## src/rtl/evq_pkg.sv

```systemverilog
package evq_pkg;
  localparam int EVQ_TYPE_W = 4;
  localparam logic [EVQ_TYPE_W-1:0] TYPE_MGMT = 4'd0;
  localparam logic [EVQ_TYPE_W-1:0] TYPE_DRV  = 4'd1;

  typedef enum logic [2:0] {
    S_IDLE, S_READ, S_WAIT, S_PRESENT, S_DONE, S_ACK
  } drain_state_t;

  // one-hot class: bit0 management, bit1 driver, bit2 other
  function automatic logic [2:0] evq_classify(input logic [EVQ_TYPE_W-1:0] t);
    case (t)
      TYPE_MGMT: evq_classify = 3'b001;
      TYPE_DRV:  evq_classify = 3'b010;
      default:   evq_classify = 3'b100;
    endcase
  endfunction
endpackage

```

## src/rtl/evq_cursor.sv

```systemverilog
module evq_cursor #(
  parameter int RING_LOG2 = 4
) (
  input  logic                 clk,
  input  logic                 rst_n,
  input  logic                 init,
  input  logic                 advance,
  output logic [RING_LOG2-1:0] ptr,
  output logic                 phase,
  output logic                 wrap
);
  function automatic logic [RING_LOG2-1:0] ptr_step(input logic [RING_LOG2-1:0] p);
    ptr_step = p + 1'b1;
  endfunction

  logic [RING_LOG2-1:0] ptr_nxt;
  assign ptr_nxt = ptr_step(ptr);
  assign wrap    = advance && (ptr_nxt == '0);

  always_ff @(posedge clk) begin
    if (!rst_n || init) begin
      ptr   <= '0;
      phase <= 1'b0;
    end else if (advance) begin
      ptr <= ptr_nxt;
      if (wrap) phase <= ~phase;
    end
  end
endmodule

```

## src/rtl/evq_classify.sv

```systemverilog
module evq_classify
  import evq_pkg::*;
(
  input  logic [EVQ_TYPE_W-1:0] typ,
  output logic                  is_mgmt,
  output logic                  is_drv,
  output logic                  is_other
);
  logic [2:0] cls;
  assign cls      = evq_classify(typ);
  assign is_mgmt  = cls[0];
  assign is_drv   = cls[1];
  assign is_other = cls[2];
endmodule

```

## src/rtl/evq_drain.sv

```systemverilog
module evq_drain
  import evq_pkg::*;
#(
  parameter int RING_LOG2 = 4,
  parameter int QUOTA_W   = 8,
  parameter int QID_W     = 8,
  parameter int ENTRY_W   = 64,
  parameter int PHASE_POS = 63,
  parameter int TYPE_LSB  = 0
) (
  input  logic                 clk,
  input  logic                 rst_n,
  input  logic                 init,
  input  logic                 start,
  input  logic [QUOTA_W-1:0]   quota,
  input  logic [QID_W-1:0]     qid,
  output logic                 mem_rd_en,
  output logic [RING_LOG2:0]   mem_rd_addr,
  input  logic [ENTRY_W-1:0]   mem_rd_data,
  output logic                 ev_valid,
  input  logic                 ev_ready,
  output logic [ENTRY_W-1:0]   ev_data,
  output logic                 ev_mgmt,
  output logic                 ev_drv,
  output logic                 ev_other,
  output logic                 done,
  output logic [QUOTA_W-1:0]   done_count,
  output logic                 ack_valid,
  output logic [QID_W-1:0]     ack_qid,
  output logic [RING_LOG2-1:0] ack_idx
);
  drain_state_t         state;
  logic [QUOTA_W-1:0]   run_quota;
  logic [QUOTA_W-1:0]   count;
  logic [QID_W-1:0]     run_qid;
  logic [ENTRY_W-1:0]   entry_q;
  logic [RING_LOG2-1:0] rd_ptr;
  logic                 exp_phase;
  logic                 wrap_evt;
  logic                 take;
  logic                 phase_hit;
  logic                 last_take;

  assign take      = (state == S_PRESENT) && ev_ready;
  assign phase_hit = (mem_rd_data[PHASE_POS] == exp_phase);
  assign last_take = (QUOTA_W'(count + 1'b1) == run_quota);

  evq_cursor #(.RING_LOG2(RING_LOG2)) u_cursor (
    .clk     (clk),
    .rst_n   (rst_n),
    .init    (init && (state == S_IDLE)),
    .advance (take),
    .ptr     (rd_ptr),
    .phase   (exp_phase),
    .wrap    (wrap_evt)
  );

  evq_classify u_class (
    .typ      (entry_q[TYPE_LSB +: EVQ_TYPE_W]),
    .is_mgmt  (ev_mgmt),
    .is_drv   (ev_drv),
    .is_other (ev_other)
  );

  always_ff @(posedge clk) begin
    if (!rst_n) begin
      state     <= S_IDLE;
      run_quota <= '0;
      count     <= '0;
      run_qid   <= '0;
      entry_q   <= '0;
    end else begin
      case (state)
        S_IDLE: if (start) begin
          run_quota <= quota;
          run_qid   <= qid;
          count     <= '0;
          state     <= (quota == '0) ? S_DONE : S_READ;
        end
        S_READ: state <= S_WAIT;
        S_WAIT: begin
          if (phase_hit) begin
            entry_q <= mem_rd_data;
            state   <= S_PRESENT;
          end else begin
            state <= S_DONE;
          end
        end
        S_PRESENT: if (ev_ready) begin
          count <= count + 1'b1;
          state <= last_take ? S_DONE : S_READ;
        end
        S_DONE:  state <= S_ACK;
        S_ACK:   state <= S_IDLE;
        default: state <= S_IDLE;
      endcase
    end
  end

  assign mem_rd_en   = (state == S_READ);
  assign mem_rd_addr = {1'b0, rd_ptr};
  assign ev_valid    = (state == S_PRESENT);
  assign ev_data     = entry_q;
  assign done        = (state == S_DONE);
  assign done_count  = count;
  assign ack_valid   = (state == S_ACK);
  assign ack_qid     = run_qid;
  assign ack_idx     = rd_ptr;
endmodule

```

## config.mk

```make
export PLATFORM = sky130hd
export DESIGN_NAME = evq_drain
export DESIGN_NICKNAME = d
export VERILOG_FILES = /design/src/rtl/evq_pkg.sv /design/src/rtl/evq_cursor.sv /design/src/rtl/evq_classify.sv /design/src/rtl/evq_drain.sv
export SDC_FILE = /design/constraint.sdc
export NUM_CORES = 1
export LEC_CHECK = 0
export BUFFER_PORTS_ARGS = -buffer_cell sky130_fd_sc_hd__buf_4
export CORE_ASPECT_RATIO = 0.75
export CORE_UTILIZATION = 45
export CTS_BUF_LIST = sky130_fd_sc_hd__clkbuf_4
export CTS_CLUSTER_DIAMETER = 120
export CTS_CLUSTER_SIZE = 30
export DETAILED_ROUTE_END_ITERATION = 10
export GPL_ROUTABILITY_DRIVEN = 0
export PLACE_DENSITY = 0.76
export SLEW_MARGIN = 20
export SYNTH_ARGS = -nofsm -noshare
export SYNTH_HDL_FRONTEND = slang
export SYNTH_HIERARCHICAL = 1
export SYNTH_SLANG_ARGS = --single-unit
```

## constraint.sdc

```tcl
create_clock -name clk -period 3.1 [get_ports clk]
set_input_delay 0.465 -clock clk [delete_from_list [all_inputs] [get_ports clk]]
set_output_delay 0.465 -clock clk [all_outputs]
set_load 0.05 [all_outputs]
```

Word level (Yosys, flattened, before mapping). Cells that the tools add are included.

$add $sub $neg: 2. Eq/ne operators: 10. Muxes and demuxes: 10. Bitwise gates (word level): 1. Reductions and logical operators: 15.

Operators with widths (count): 8-bit two-way mux (2); 8-bit case mux with 2 select lines (1); 3-bit two-way mux (5); 3-bit case mux with 5 select lines (1); 8-bit by 1-bit adder with 8-bit output (second input constant) (1); 8-bit equality test (1); 4-bit logical NOT (2); 8-bit logical NOT (1); 2-bit AND reduction (4); 3-bit by 2-bit equality test with 1-bit output (second input constant) (2); 3-bit equality test (second input constant) (2); 3-bit case mux with 2 select lines (1); 4-bit by 1-bit adder with 4-bit output (second input constant) (1); 4-bit by 1-bit equality test with 1-bit output (second input constant) (1); 3-bit by 1-bit equality test with 1-bit output (second input constant) (1); 1-bit logical AND (3); 3-bit logical NOT (1); 3-bit AND reduction (1); 2-bit by 1-bit != test with 1-bit output (second input constant) (1); 2-bit != test (second input constant) (1); 2-bit nonzero test (1); 1-bit equality test (1); 1-bit logical NOT (1); 1-bit logical OR (1); 1-bit inverter (1).

Register bits after elaboration: 96. Output and inout bits: 96. Logic and storage cells: 45.

Logic depth before layout (Yosys ltp). Gate-level depths: netlist of the first run.

Word-level depth: 5. Mapped depth: 7. Gate-level depth less buffers: 6.

By module. Netlist of the first run, hierarchy kept.

By module, submodules not included: evq_drain (times used 1, cells an instance 481, area each 3928.8 um^2); evq_cursor (times used 1, cells an instance 27, area each 255.2 um^2); evq_classify (times used 1, cells an instance 3, area each 21.3 um^2).

Least setup slack after synthesis of the first run. No wires, ideal clock.

Kind: register to output. Start point: register entry_q[0] (netlist: ev_data[0]). End point: output ev_drv. Arrival time: 2315 ps. Required time: 2635 ps. Setup slack: 320 ps. Stages on the path, launching flop included: 2. Path buffers: 0. Path through: dfxtp_1 > nor4b_1.

Word-level cells in the longest chain between the ends: 2. Elaborated cells between the ends (all ways): 3.

RTL lines: from (decl) (RTL line evq_drain.sv:36) `logic [ENTRY_W-1:0] entry_q;`; from (signal assigned) (RTL line evq_drain.sv:83) `entry_q <= mem_rd_data;`; 4-bit by 1-bit equality test with 1-bit output / 4-bit logical NOT (equally long branches) (RTL line evq_pkg.sv:12) `case (t)`; 3-bit case mux with 2 select lines (*) (RTL line evq_pkg.sv:12); to (decl) (RTL line evq_drain.sv:24) `output logic ev_drv,`.

Every way passes the cells marked *; elsewhere a longest branch is shown, timed or not.

Final worst setup path of the first run.
Start point: register state[1]. End point: register entry_q[54] (netlist: ev_data[54]).

Word-level cells in the longest chain between the ends: 2.

RTL lines: from (decl) (RTL line evq_drain.sv:32) `drain_state_t state;`; from (signal assigned) (RTL line evq_drain.sv:78) `state <= (quota == '0) ? S_DONE : S_READ;`; from (signal assigned) (RTL line evq_drain.sv:91) `state <= last_take ? S_DONE : S_READ;`; 3-bit by 2-bit equality test with 1-bit output (RTL line evq_drain.sv:73) `case (state)`; 2-bit AND reduction (no line).

No other way between the ends. A chain may end at the register's enable or synchronous reset.

==> results of run 1 <==
[per-layer routing]
layer	track usage, %	vias up
met1	26.4	1859
met3	6.01	14
met2	36.3	123
met4	8.01	0
li1	-	2020
met5	0	-
[cell families (layout without fill, tap and decap cells)]
logic type / count (synthesis) / in the layout / synth area share [%]
adders and majority gates: 3 / 3 / 0.893
buffers and inverters: 42 / 205 / 4.73
other: 1 / 1 / 0.0892
xor gates and xnor gates: 11 / 11 / 2.29
muxes: 2 / 2 / 0.506
and+or+nand+nor: 234 / 234 / 24.4
DFF: 96 / 96 / 45.7
AOI/OAI and AO/OA: 122 / 122 / 21.4
[power by group through the flow]
stage | clock (uW) | combinational [uW] | sequential (uW)
after global placement | 0 | 344 | 1310
after detailed placement | 0 | 349 | 1310
after floorplan | 0 | 132 | 1380
final | 584 | 348 | 1290
after global routing | 660 | 372 | 1290
after CTS | 616 | 350 | 1290
[flip-flops by register name, summed over array words and instances, names as in the netlist]
| name | flops |
|---|---|
| u_cursor/phase | 1 |
| done_count | 8 |
| u_cursor/ptr | 4 |
| ev_data | 64 |
| ack_qid | 8 |
| run_quota | 8 |
| state | 3 |
[cell type report]
cell class | instances | area, sq um | share of cell area, %
Clock buffer | 12 | 90.1 | 1.59
Clock inverter | 4 | 21.3 | 0.375
Inverter | 6 | 22.5 | 0.397
Multi-Input combinational cell | 373 | 2090 | 36.8
Sequential cell | 96 | 1920 | 33.8
Tap cell | 128 | 160 | 2.82
Timing Repair Buffer | 183 | 1370 | 24.2
[cell usage in the layout, fill, tap and decap left out, types with 2 or more instances in the layout]
| cell | instances |
|---|---|
| sky130_fd_sc_hd__clkinv_1 | 2 |
| sky130_fd_sc_hd__nand3_1 | 3 |
| sky130_fd_sc_hd__nand4_1 | 4 |
| sky130_fd_sc_hd__and3_1 | 2 |
| sky130_fd_sc_hd__xor2_1 | 7 |
| sky130_fd_sc_hd__nor3_1 | 6 |
| sky130_fd_sc_hd__nand4b_1 | 2 |
| sky130_fd_sc_hd__xnor2_1 | 4 |
| sky130_fd_sc_hd__nor4_1 | 4 |
| sky130_fd_sc_hd__o21a_1 | 2 |
| sky130_fd_sc_hd__clkbuf_4 | 12 |
| sky130_fd_sc_hd__buf_4 | 183 |
| sky130_fd_sc_hd__or3_1 | 2 |
| sky130_fd_sc_hd__ha_1 | 3 |
| sky130_fd_sc_hd__inv_1 | 5 |
| sky130_fd_sc_hd__and2_2 | 2 |
| sky130_fd_sc_hd__nor2b_1 | 6 |
| sky130_fd_sc_hd__a21o_1 | 5 |
| sky130_fd_sc_hd__nor3b_1 | 4 |
| sky130_fd_sc_hd__dfxtp_1 | 96 |
| sky130_fd_sc_hd__a21boi_0 | 24 |
| sky130_fd_sc_hd__a2111oi_0 | 2 |
| sky130_fd_sc_hd__o21ai_0 | 9 |
| sky130_fd_sc_hd__nand2_2 | 3 |
| sky130_fd_sc_hd__nor2_1 | 11 |
| sky130_fd_sc_hd__nand2_1 | 170 |
| sky130_fd_sc_hd__a21boi_1 | 61 |
| sky130_fd_sc_hd__and2_1 | 6 |
| sky130_fd_sc_hd__a21oi_1 | 9 |
[worst min path at each step]
stage | endpoint | slack [ns] | cells past startpoint
global placement | ev_data[34] | 0.44 | 2
detailed placement | ev_data[33] | 0.45 | 2
finish | ev_data[29] | 0.25 | 3
CTS | ev_data[29] | 0.21 | 3
floorplan | run_quota[3] | 0.46 | 2
global route | ev_data[20] | 0.21 | 3
[worst register-to-register path, delay by kind of cell (launching register included)]
kind | cells | cell delay, ns
simple gates | 3 | 1.17
flops | 1 | 0.57
buf+inv | 1 | 0.37
compound gates | 1 | 0.13
[stage by stage]
stage | setup WS [ns] | hold WS, ns | cells | utilization [%] | instance area, sq um
after floorplan | 0.320 | 0.455 | 511 | - | 4210
after global placement | 0.898 | 0.441 | 786 | 61.5 | 5570
after detailed placement | 0.771 | 0.447 | 786 | 61.5 | 5570
after CTS | 0.733 | 0.214 | 802 | 62.8 | 5680
after global routing | 0.553 | 0.209 | 802 | 62.8 | 5680
final | 0.790 | 0.253 | 802 | 62.8 | 5680
==> impl_summary.txt, run 1 <==
----------------------------------------------------
[Run status]
  Run status ... finished, final reports clean

[STA]
  Highest attainable clock frequency ... 433 MHz
  Number of pins with negative max-slew slack in the final report ... 0
  Final setup TNS ... 0 ns
  RSZ-0062 raised after global routing ... false
  Worst-Margin Slew ... 0.679 ns
  Worst clock skew on the final layout ... 0.0109 ns
  Final critical-path required period ... 2.31 ns
  Final period utilization ... 74.5%
  Count of endpoints failing hold in the final timing report ... 0
  Final setup violation count ... 0
  Rel. slew slack ... 54.4%

[Floorplan]
  Number of rows created at floorplan ... 30
  Core area ... 9050 sq um
  Chip Width ... 114 microns
  Die Y ... 85.7 microns
  Area of the die ... 9740 sq um
  Initial standard-cell utilization of the core ... 46.5%
  Number of placed I/O pins ... 181

[Drt]
  Met2 Routed Length ... 5310 microns
  Number of DRC markers in iteration 0 ... 191
  Detailed Route WL ... 10,800 microns
  Overall via count from detail_route ... 4,016
  # DRC ... 0
  Total met3 wirelength after detailed routing ... 609 microns
  Number of antenna-violating nets in the routed design ... 0
  Detailed-route vias per instance ... 5.01
  Highest layer used for signal routing ... met4
  Post-detailed-route wirelength per cell ... 13.4 microns
  Wire length the detailed router placed on met1 ... 4670 microns
  Detailed-router iteration count before antenna repair ... 4

[Worst hold path]
  Path category of the worst min-delay check ... in -> reg
  Startpoint of the lowest-slack hold path ... mem_rd_data[29]

[Flow run]
  Max-Cap Viols ... 0

[Critical path]
  Destination of the critical timing path ... ev_data[54]
  Cell-by-cell trace of the critical path ... nor3b_1, and2_2, buf_4, nand2_1, a21boi_1
  Reg2reg end ... ev_data[54]
  Family with the most delay on the worst path ... simple AND/OR/NAND/NOR gates
  Reg-to-reg setup timing slack ... 0.79 ns
  Kind of start point of the critical path ... flop
  Max FO, Critical Path ... 34
  Slowest-stage cell, CP ... sky130_fd_sc_hd__and2_2
  Crit path from ... state[1]
  Logic depth of the worst setup path including buffers ... 5
  Data required time at the worst endpoint ... 3.46 ns
  Depth of the worst register-to-register path ... 5
  Category of the critical setup timing path ... reg -> reg
  Maximum single-stage delay on the critical path ... 0.65 ns
  Kind of end point of the critical path ... flop
  Reg-to-reg startpoint ... state[1]
  Arrival time of the worst setup path ... 2.68 ns
  Crit path buf inv count ... 1

[Global routing]
  Global-route wire length before repair ... 16,700 microns
  Total congestion overflow after global routing ... 0
  Number of antenna violations at the first check in global routing ... 0
  Largest net degree at the start of global routing ... 70
  Gr usage total ... 21.6%
  Number of global-route vias before repair ... 3,588

[Clocking]
  Clock buffers created by TritonCTS ... 9
  Clock Tree Buf Depth ... 2
  CTS sink cnt ... 96
  Number of hold buffers added after CTS ... 0
  Insertion delay of the later-clocked pin in the worst-skew pair ... 0.43 ns
  Post-cts gate resize count ... 0
  Clock tree root driver cell ... sky130_fd_sc_hd__clkbuf_4
  Clock tree from TritonCTS ... done
  Number of buffers inserted by post-CTS setup repair ... 0
  Reg clk slew, reported paths ... 0.14 ns
  H-tree Lvls ... 3

[Synthesis]
  Post-synth EDFFs ... 0
  Synthesized Nets ... 599
  Number of standard cells after synthesis ... 511
  Sequential-to-total area share from yosys stat ... 45.7%
  Most frequently used cell type in the post-synthesis netlist ... sky130_fd_sc_hd__nand2_1
  Synth Area per Inst ... 8.23 sq um
  Yosys warns ... 6
  Register bit count reported by yosys ... 96
  Cell types occupying the most area after synthesis ... sky130_fd_sc_hd__dfxtp_1, sky130_fd_sc_hd__nand2_1, sky130_fd_sc_hd__a21boi_1, sky130_fd_sc_hd__a21boi_0, sky130_fd_sc_hd__clkbuf_1
  Count of distinct cell types in the synthesized netlist ... 53
  Fraction of synthesized cell area taken by the top area cell type ... 45.7%
  Most instantiated flip-flop cell in the synthesis netlist ... sky130_fd_sc_hd__dfxtp_1
  Share of async-settable or async-resettable flops after synthesis ... 0%
  Leading cell types by count after synthesis ... sky130_fd_sc_hd__nand2_1, sky130_fd_sc_hd__dfxtp_1, sky130_fd_sc_hd__a21boi_1
  Cell area after synthesis ... 4210 sq um
  Largest area contributor in the netlist ... sky130_fd_sc_hd__dfxtp_1

[Final layout]
  Antenna Diode Count ... 0
  Net count, final ... 757
  Layout cell share with drive strength beyond 1 ... 31.0%
  Number of filler cells placed in the layout ... 787
  Area grow syn2layout ... 35.0%

[Placement]
  Count of buffers inserted at the top-level ports ... 179
  Dpl hpwl ... 7810 microns

[Pwr]
  Power Dens Cells ... 391 nW/um^2
  Leakage dissipation ... 0.00241 uW
  Switching Power ... 616 uW
  Sum of internal, switching and leakage power ... 2220 uW
  Largest vdd supply drop ... 0.249 mV
  Share of total power consumed by net switching ... 27.7%
  Combinational power share ... 15.7%
  Share of total power in the clock network ... 26.3%
  Relative contribution of sequential cells to total power ... 58.0%
  Internal power contribution ... 1600 uW

----------------------------------------------------
Power figures use the tool's default switching activity.
==> run 2: changes to the inputs <==
--- a/config.mk
+++ b/config.mk
@@ -7,13 +7,13 @@
 export LEC_CHECK = 0
 export BUFFER_PORTS_ARGS = -buffer_cell sky130_fd_sc_hd__buf_4
 export CORE_ASPECT_RATIO = 0.75
-export CORE_UTILIZATION = 45
+export CORE_UTILIZATION = 44
 export CTS_BUF_LIST = sky130_fd_sc_hd__clkbuf_4
 export CTS_CLUSTER_DIAMETER = 120
 export CTS_CLUSTER_SIZE = 30
 export DETAILED_ROUTE_END_ITERATION = 10
 export GPL_ROUTABILITY_DRIVEN = 0
-export PLACE_DENSITY = 0.76
+export PLACE_DENSITY = 0.78
 export SLEW_MARGIN = 20
 export SYNTH_ARGS = -nofsm -noshare
 export SYNTH_HDL_FRONTEND = slang
==> constraint.sdc (replaced) <==
create_clock -name clk -period 1.9 [get_ports clk]
set_input_delay 0.285 -clock clk [delete_from_list [all_inputs] [get_ports clk]]
set_output_delay 0.285 -clock clk [all_outputs]
set_load 0.05 [all_outputs]
==> impl_summary.txt, run 2 (synthesized netlist as in run 1, its figures left out) <==
----------------------------------------------------
[Final layout]
  Layout cell share with drive strength beyond 1 ... 34.0%
  Area grow syn2layout ... 39.3%
  Final Non-Filler Cells ... 808
  Antenna Diode Count ... 0
  Util after Layout ... 63.9%
  Most common cell after layout, fill and taps aside ... sky130_fd_sc_hd__buf_4
  Most frequent cells in the layout ... sky130_fd_sc_hd__buf_4, sky130_fd_sc_hd__nand2_1, sky130_fd_sc_hd__dfxtp_1
  Largest register FFs ... 64
  Net count, final ... 763

[STA]
  Final critical-path required period ... 1.82 ns
  Final setup violation count ... 0
  Number of pins with negative max-slew slack in the final report ... 0
  Count of endpoints failing hold in the final timing report ... 0
  Rel. slew slack ... 53.1%
  Highest attainable clock frequency ... 551 MHz
  RSZ-0062 raised after global routing ... false
  Worst-Margin Slew ... 0.698 ns
  Final period utilization ... 95.6%
  Worst clock skew on the final layout ... 0.0179 ns

[Pwr]
  Switching Power ... 1060 uW
  Power Dens Cells ... 669 nW/um^2
  Combinational power share ... 14.9%
  Largest vdd supply drop ... 0.491 mV
  Relative contribution of sequential cells to total power ... 53.7%
  Share of total power in the clock network ... 31.4%
  Share of total power consumed by net switching ... 27.1%
  Leakage dissipation ... 0.00248 uW
  Internal power contribution ... 2860 uW

[Critical path]
  Max FO, Critical Path ... 8
  Data required time at the worst endpoint ... 2.24 ns
  Top cell by count, worst path ... sky130_fd_sc_hd__a21oi_1
  Slowest-stage cell, CP ... sky130_fd_sc_hd__a2111o_1
  Maximum single-stage delay on the critical path ... 0.47 ns
  Reg-to-reg setup timing slack ... 0.08 ns
  Kind of end point of the critical path ... flop
  Arrival time of the worst setup path ... 2.15 ns
  Reg2reg end ... state[0]
  Reg-to-reg startpoint ... done_count[2]
  Destination of the critical timing path ... state[0]
  Cell-by-cell trace of the critical path ... and4_1, a21oi_1, a2111o_1, a2111oi_4, a21oi_1
  Crit path from ... done_count[2]
  Kind of start point of the critical path ... flop
  Depth of the worst register-to-register path ... 5
  Category of the critical setup timing path ... reg -> reg

[Floorplan]
  Area of the die ... 9960 sq um
  Die Y ... 86.7 microns
  Initial standard-cell utilization of the core ... 45.9%
  Chip Width ... 115 microns
  Core area ... 9160 sq um
  Number of placed I/O pins ... 181
  Number of rows created at floorplan ... 30

[Clocking]
  Number of buffers inserted by post-CTS setup repair ... 0
  H-tree Lvls ... 3
  Clock tree root driver cell ... sky130_fd_sc_hd__clkbuf_4
  Insertion delay of the later-clocked pin in the worst-skew pair ... 0.44 ns
  Clock Tree Buf Depth ... 2
  CTS sink cnt ... 96
  Reg clk slew, reported paths ... 0.15 ns
  Clock buffers created by TritonCTS ... 9
  Clock tree from TritonCTS ... done

[Global routing]
  Number of antenna violations at the first check in global routing ... 0
  Largest net degree at the start of global routing ... 64
  Total congestion overflow after global routing ... 0
  Gr usage total ... 21.9%
  Number of global-route vias before repair ... 3,818
  Global-route wire length before repair ... 17,300 microns

[Flow run]
  Max-Cap Viols ... 0

[Drt]
  # DRC ... 0
  Overall via count from detail_route ... 4,034
  Number of DRC markers in iteration 0 ... 197
  Detailed-router iteration count before antenna repair ... 4
  Number of antenna-violating nets in the routed design ... 0
  Detailed-route vias per instance ... 4.99
  Post-detailed-route wirelength per cell ... 13.6 microns
  Detailed Route WL ... 11,000 microns

[Placement]
  Dpl cells ... 792
  Count of buffers inserted at the top-level ports ... 179
  Dpl hpwl ... 8000 microns

[Run status]
  Run status ... finished, final reports clean

[Worst hold path]
  Path category of the worst min-delay check ... in -> reg

----------------------------------------------------
==> run 2: power groups by stage <==
| stage | combinational [uW] | clock (uW) | sequential (uW) |
|---|---|---|---|
| floorplan | 218 | 0 | 2250 |
| CTS | 584 | 1270 | 2100 |
| detailed placement | 582 | 0 | 2150 |
| global placement | 574 | 0 | 2140 |
| global route | 625 | 1350 | 2110 |
| finish | 583 | 1230 | 2100 |
==> run 2: stage by stage <==
step / setup WS, ns / area (sq um) / total power [uW] / TNS (ns) / hold slack, ns
2_1_floorplan: -0.0421 / 4240 / 2470 / -0.0421 / 0.420
3_3_place_gp: 0.172 / 5670 / 2720 / 0 / 0.441
3_5_place_dp: 0.0970 / 5670 / 2730 / 0 / 0.446
4_1_cts: 0.0493 / 5840 / 3960 / 0 / 0.0373
5_1_grt: 0.00206 / 5860 / 4090 / 0 / 0.0241
6_report: 0.0835 / 5860 / 3920 / 0 / 0.0757
==> run 2: per-layer routing <==
metal	track usage [%]	vias to the layer above	part of all wire [%]
met2	37.4	141	48
met4	8.50	0	2.1
met5	0	-	0
met1	26.2	1843	42
met3	6.01	23	7.4
li1	-	2027	-
==> run 2: worst min path at each step <==
stage                    start          end  slack (ns)  cells after the start
2_1_floorplan   mem_rd_data[0]   ev_data[0]        0.42                      2
6_report       mem_rd_data[39]  ev_data[39]        0.08                      3
4_1_cts         mem_rd_data[3]   ev_data[3]        0.04                      3
3_3_place_gp       ev_data[45]  ev_data[45]        0.44                      2
3_5_place_dp       ev_data[45]  ev_data[45]        0.45                      2
5_1_grt         mem_rd_data[4]   ev_data[4]        0.02                      3
==> run 2: worst max-delay path, delay by kind of cell, from the launching register on <==
kind | cells | cell delay (ns)
flops | 1 | 0.43
simple gates | 1 | 0.36
compound gates | 4 | 0.93
==> run 2: final cells by class <==
type                       instances  area, sq um
inverter                           6         25.0
clock inverter                     7         93.8
sequential                        96         1940
timing repair buffer             189         1440
clock buffer                       9         67.6
tap                              128          160
multi-input combinational        373         2130
fill                             810         3300
==> run 2: timing repair <==
item,in CTS,in global routing
hold buffers,0,0
gates resized for setup,0,7
endpoints found under the setup margin,0,5
==> run 3: changes to the inputs <==
--- a/config.mk
+++ b/config.mk
@@ -13,6 +13,7 @@
 export CTS_CLUSTER_SIZE = 30
 export DETAILED_ROUTE_END_ITERATION = 10
 export GPL_ROUTABILITY_DRIVEN = 0
+export GPL_TIMING_DRIVEN = 0
 export PLACE_DENSITY = 0.78
 export SLEW_MARGIN = 20
 export SYNTH_ARGS = -nofsm -noshare
==> impl_summary.txt, run 3 (synthesized netlist as in run 1, its figures left out) <==
----------------------------------------------------
[Run status]
  Run status ... finished, final reports clean

[Floorplan]
  Core area ... 9160 sq um
  Number of rows created at floorplan ... 30
  Initial standard-cell utilization of the core ... 45.9%
  Number of placed I/O pins ... 181
  Chip Width ... 115 microns
  Area of the die ... 9960 sq um
  Die Y ... 86.7 microns

[STA]
  Count of endpoints failing hold in the final timing report ... 0
  Rel. slew slack ... 56.6%
  Final setup violation count ... 0
  Worst clock skew on the final layout ... 0.0141 ns
  Worst-Margin Slew ... 0.647 ns
  Final critical-path required period ... 1.82 ns
  RSZ-0062 raised after global routing ... false
  Number of pins with negative max-slew slack in the final report ... 0
  Highest attainable clock frequency ... 548 MHz
  Worst Setup Slack, final ... 0.0767 ns
  Final period utilization ... 96.0%

[Critical path]
  Data required time at the worst endpoint ... 2.23 ns
  Category of the critical setup timing path ... reg -> reg
  Kind of end point of the critical path ... flop
  Kind of start point of the critical path ... flop
  Arrival time of the worst setup path ... 2.15 ns
  Max FO, Critical Path ... 11

[Drt]
  Detailed-route vias per instance ... 4.97
  Number of DRC markers in iteration 0 ... 246
  Post-detailed-route wirelength per cell ... 14.0 microns
  # DRC ... 0
  Number of antenna-violating nets in the routed design ... 0
  Overall via count from detail_route ... 4,159
  Detailed Route WL ... 11,700 microns
  Detailed-router iteration count before antenna repair ... 4

[Clocking]
  Insertion delay of the later-clocked pin in the worst-skew pair ... 0.44 ns
  Reg clk slew, reported paths ... 0.14 ns
  Clock Tree Buf Depth ... 2
  Number of hold buffers added after CTS ... 0
  H-tree Lvls ... 3
  Clock tree root driver cell ... sky130_fd_sc_hd__clkbuf_4
  CTS sink cnt ... 96
  Clock tree from TritonCTS ... done
  Clock buffers created by TritonCTS ... 9

[Final layout]
  Area occupied by multi-input gates ... 2160 sq um
  FF/Latch Area ... 1940 sq um
  Most frequent cells in the layout ... sky130_fd_sc_hd__buf_4, sky130_fd_sc_hd__nand2_1, sky130_fd_sc_hd__dfxtp_1
  Number of filler cells placed in the layout ... 798
  Largest register FFs ... 64
  Layout cell share with drive strength beyond 1 ... 34.1%
  Net count, final ... 793
  Most common cell after layout, fill and taps aside ... sky130_fd_sc_hd__buf_4
  Area of all placed cells without fillers ... 6000 sq um
  Area grow syn2layout ... 42.6%
  Antenna Diode Count ... 0

[Worst hold path]
  Path category of the worst min-delay check ... in -> reg

[Global routing]
  Largest net degree at the start of global routing ... 15
  Global-route wire length before repair ... 18,400 microns
  Gr usage total ... 23.7%
  Total congestion overflow after global routing ... 0
  Number of global-route vias before repair ... 3,854
  Number of antenna violations at the first check in global routing ... 0

[Pwr]
  Largest vdd supply drop ... 0.601 mV
  Power Dens Cells ... 645 nW/um^2
  Leakage dissipation ... 0.00257 uW

[Placement]
  Count of buffers inserted at the top-level ports ... 179
  Minimum setup slack after placement ... -0.0673 ns
  Cell area after placement ... 5750 sq um
  Dpl hpwl ... 9050 microns

[Flow run]
  Max-Cap Viols ... 0

----------------------------------------------------
-- run 3: cell count changes in the layout (fill, tap and decap cells not counted), sizes merged --
cell,delta
buf,+10
clkbuf,+21
clkinv,+2
clkinvlp,-1
inv,-3
-- run 3: what timing repair did --
item                                    CTS  global route
endpoints found under the setup margin    8            16
hold endpoints to repair                  0             0
buffers inserted                          0             5
resized for setup                         6            16
-- run 3: worst max-delay path, stage by stage, from the launching register on --
cell and delay, ns:
sky130_fd_sc_hd__dfxtp_1 0.38, sky130_fd_sc_hd__buf_4 0.18, sky130_fd_sc_hd__and3b_2 0.23, sky130_fd_sc_hd__nand2_2 0.15, sky130_fd_sc_hd__clkinv_4 0.14, sky130_fd_sc_hd__nand2_1 0.07, sky130_fd_sc_hd__a211oi_2 0.21, sky130_fd_sc_hd__mux2_1 0.34
-- run 3: layout make-up --
cell class	instances	area share [%]
clock inverters	5	1.21
repair buffers	184	23.1
clock buffers	10	1.25
multi-input cells	373	36.0
inverters	6	0.459
plain buffers	35	3.02
well taps	128	2.67
flip-flops and latches	96	32.3
-- run 3: worst paths after layout --
| path | start | to | slack [ns] | cells past startpoint |
|---|---|---|---|---|
| max | state[0] | u_cursor/phase | 0.08 | 7 |
| min | mem_rd_data[23] | ev_data[23] | 0.08 | 3 |
| min reg2reg | ev_data[4] | ev_data[4] | 0.46 | 2 |
| max reg2reg | state[0] | u_cursor/phase | 0.08 | 7 |
-- run 3: report_power, final --
part | switching (uW) | leakage [uW] | internal (uW) | total (uW)
logic | 337 | 0.00170 | 262 | 599
registers | 37.2 | 0.000781 | 2060 | 2090
clock network | 646 | 0.0000813 | 532 | 1180
total | 1020 | 0.00257 | 2850 | 3870
-- run 3: per-stage QoR --
| step | total power, uW | TNS [ns] | instances | hold WS, ns | util [%] |
|---|---|---|---|---|---|
| 2_1_floorplan | 2470 | -0.0421 | 511 | 0.420 | - |
| 3_3_place_gp | 2720 | 0 | 818 | 0.440 | 62.7 |
| 3_5_place_dp | 2730 | -0.123 | 818 | 0.446 | 62.7 |
| 4_1_cts | 3910 | 0 | 832 | 0.0426 | 64.5 |
| 5_1_grt | 4050 | 0 | 837 | 0.0377 | 65.5 |
| 6_report | 3870 | 0 | 837 | 0.0784 | 65.5 |
-- run 3: metal layers --
| layer | global-route usage, % | routed length, microns | up-vias | part of all wire [%] |
|---|---|---|---|---|
| met5 | 0 | 0 | - | 0 |
| met4 | 8.26 | 230 | 0 | 2.0 |
| met3 | 6.43 | 753 | 21 | 6.4 |
| met2 | 39.8 | 5690 | 121 | 49 |
| met1 | 29.3 | 5040 | 1924 | 43 |
| li1 | - | - | 2093 | - |
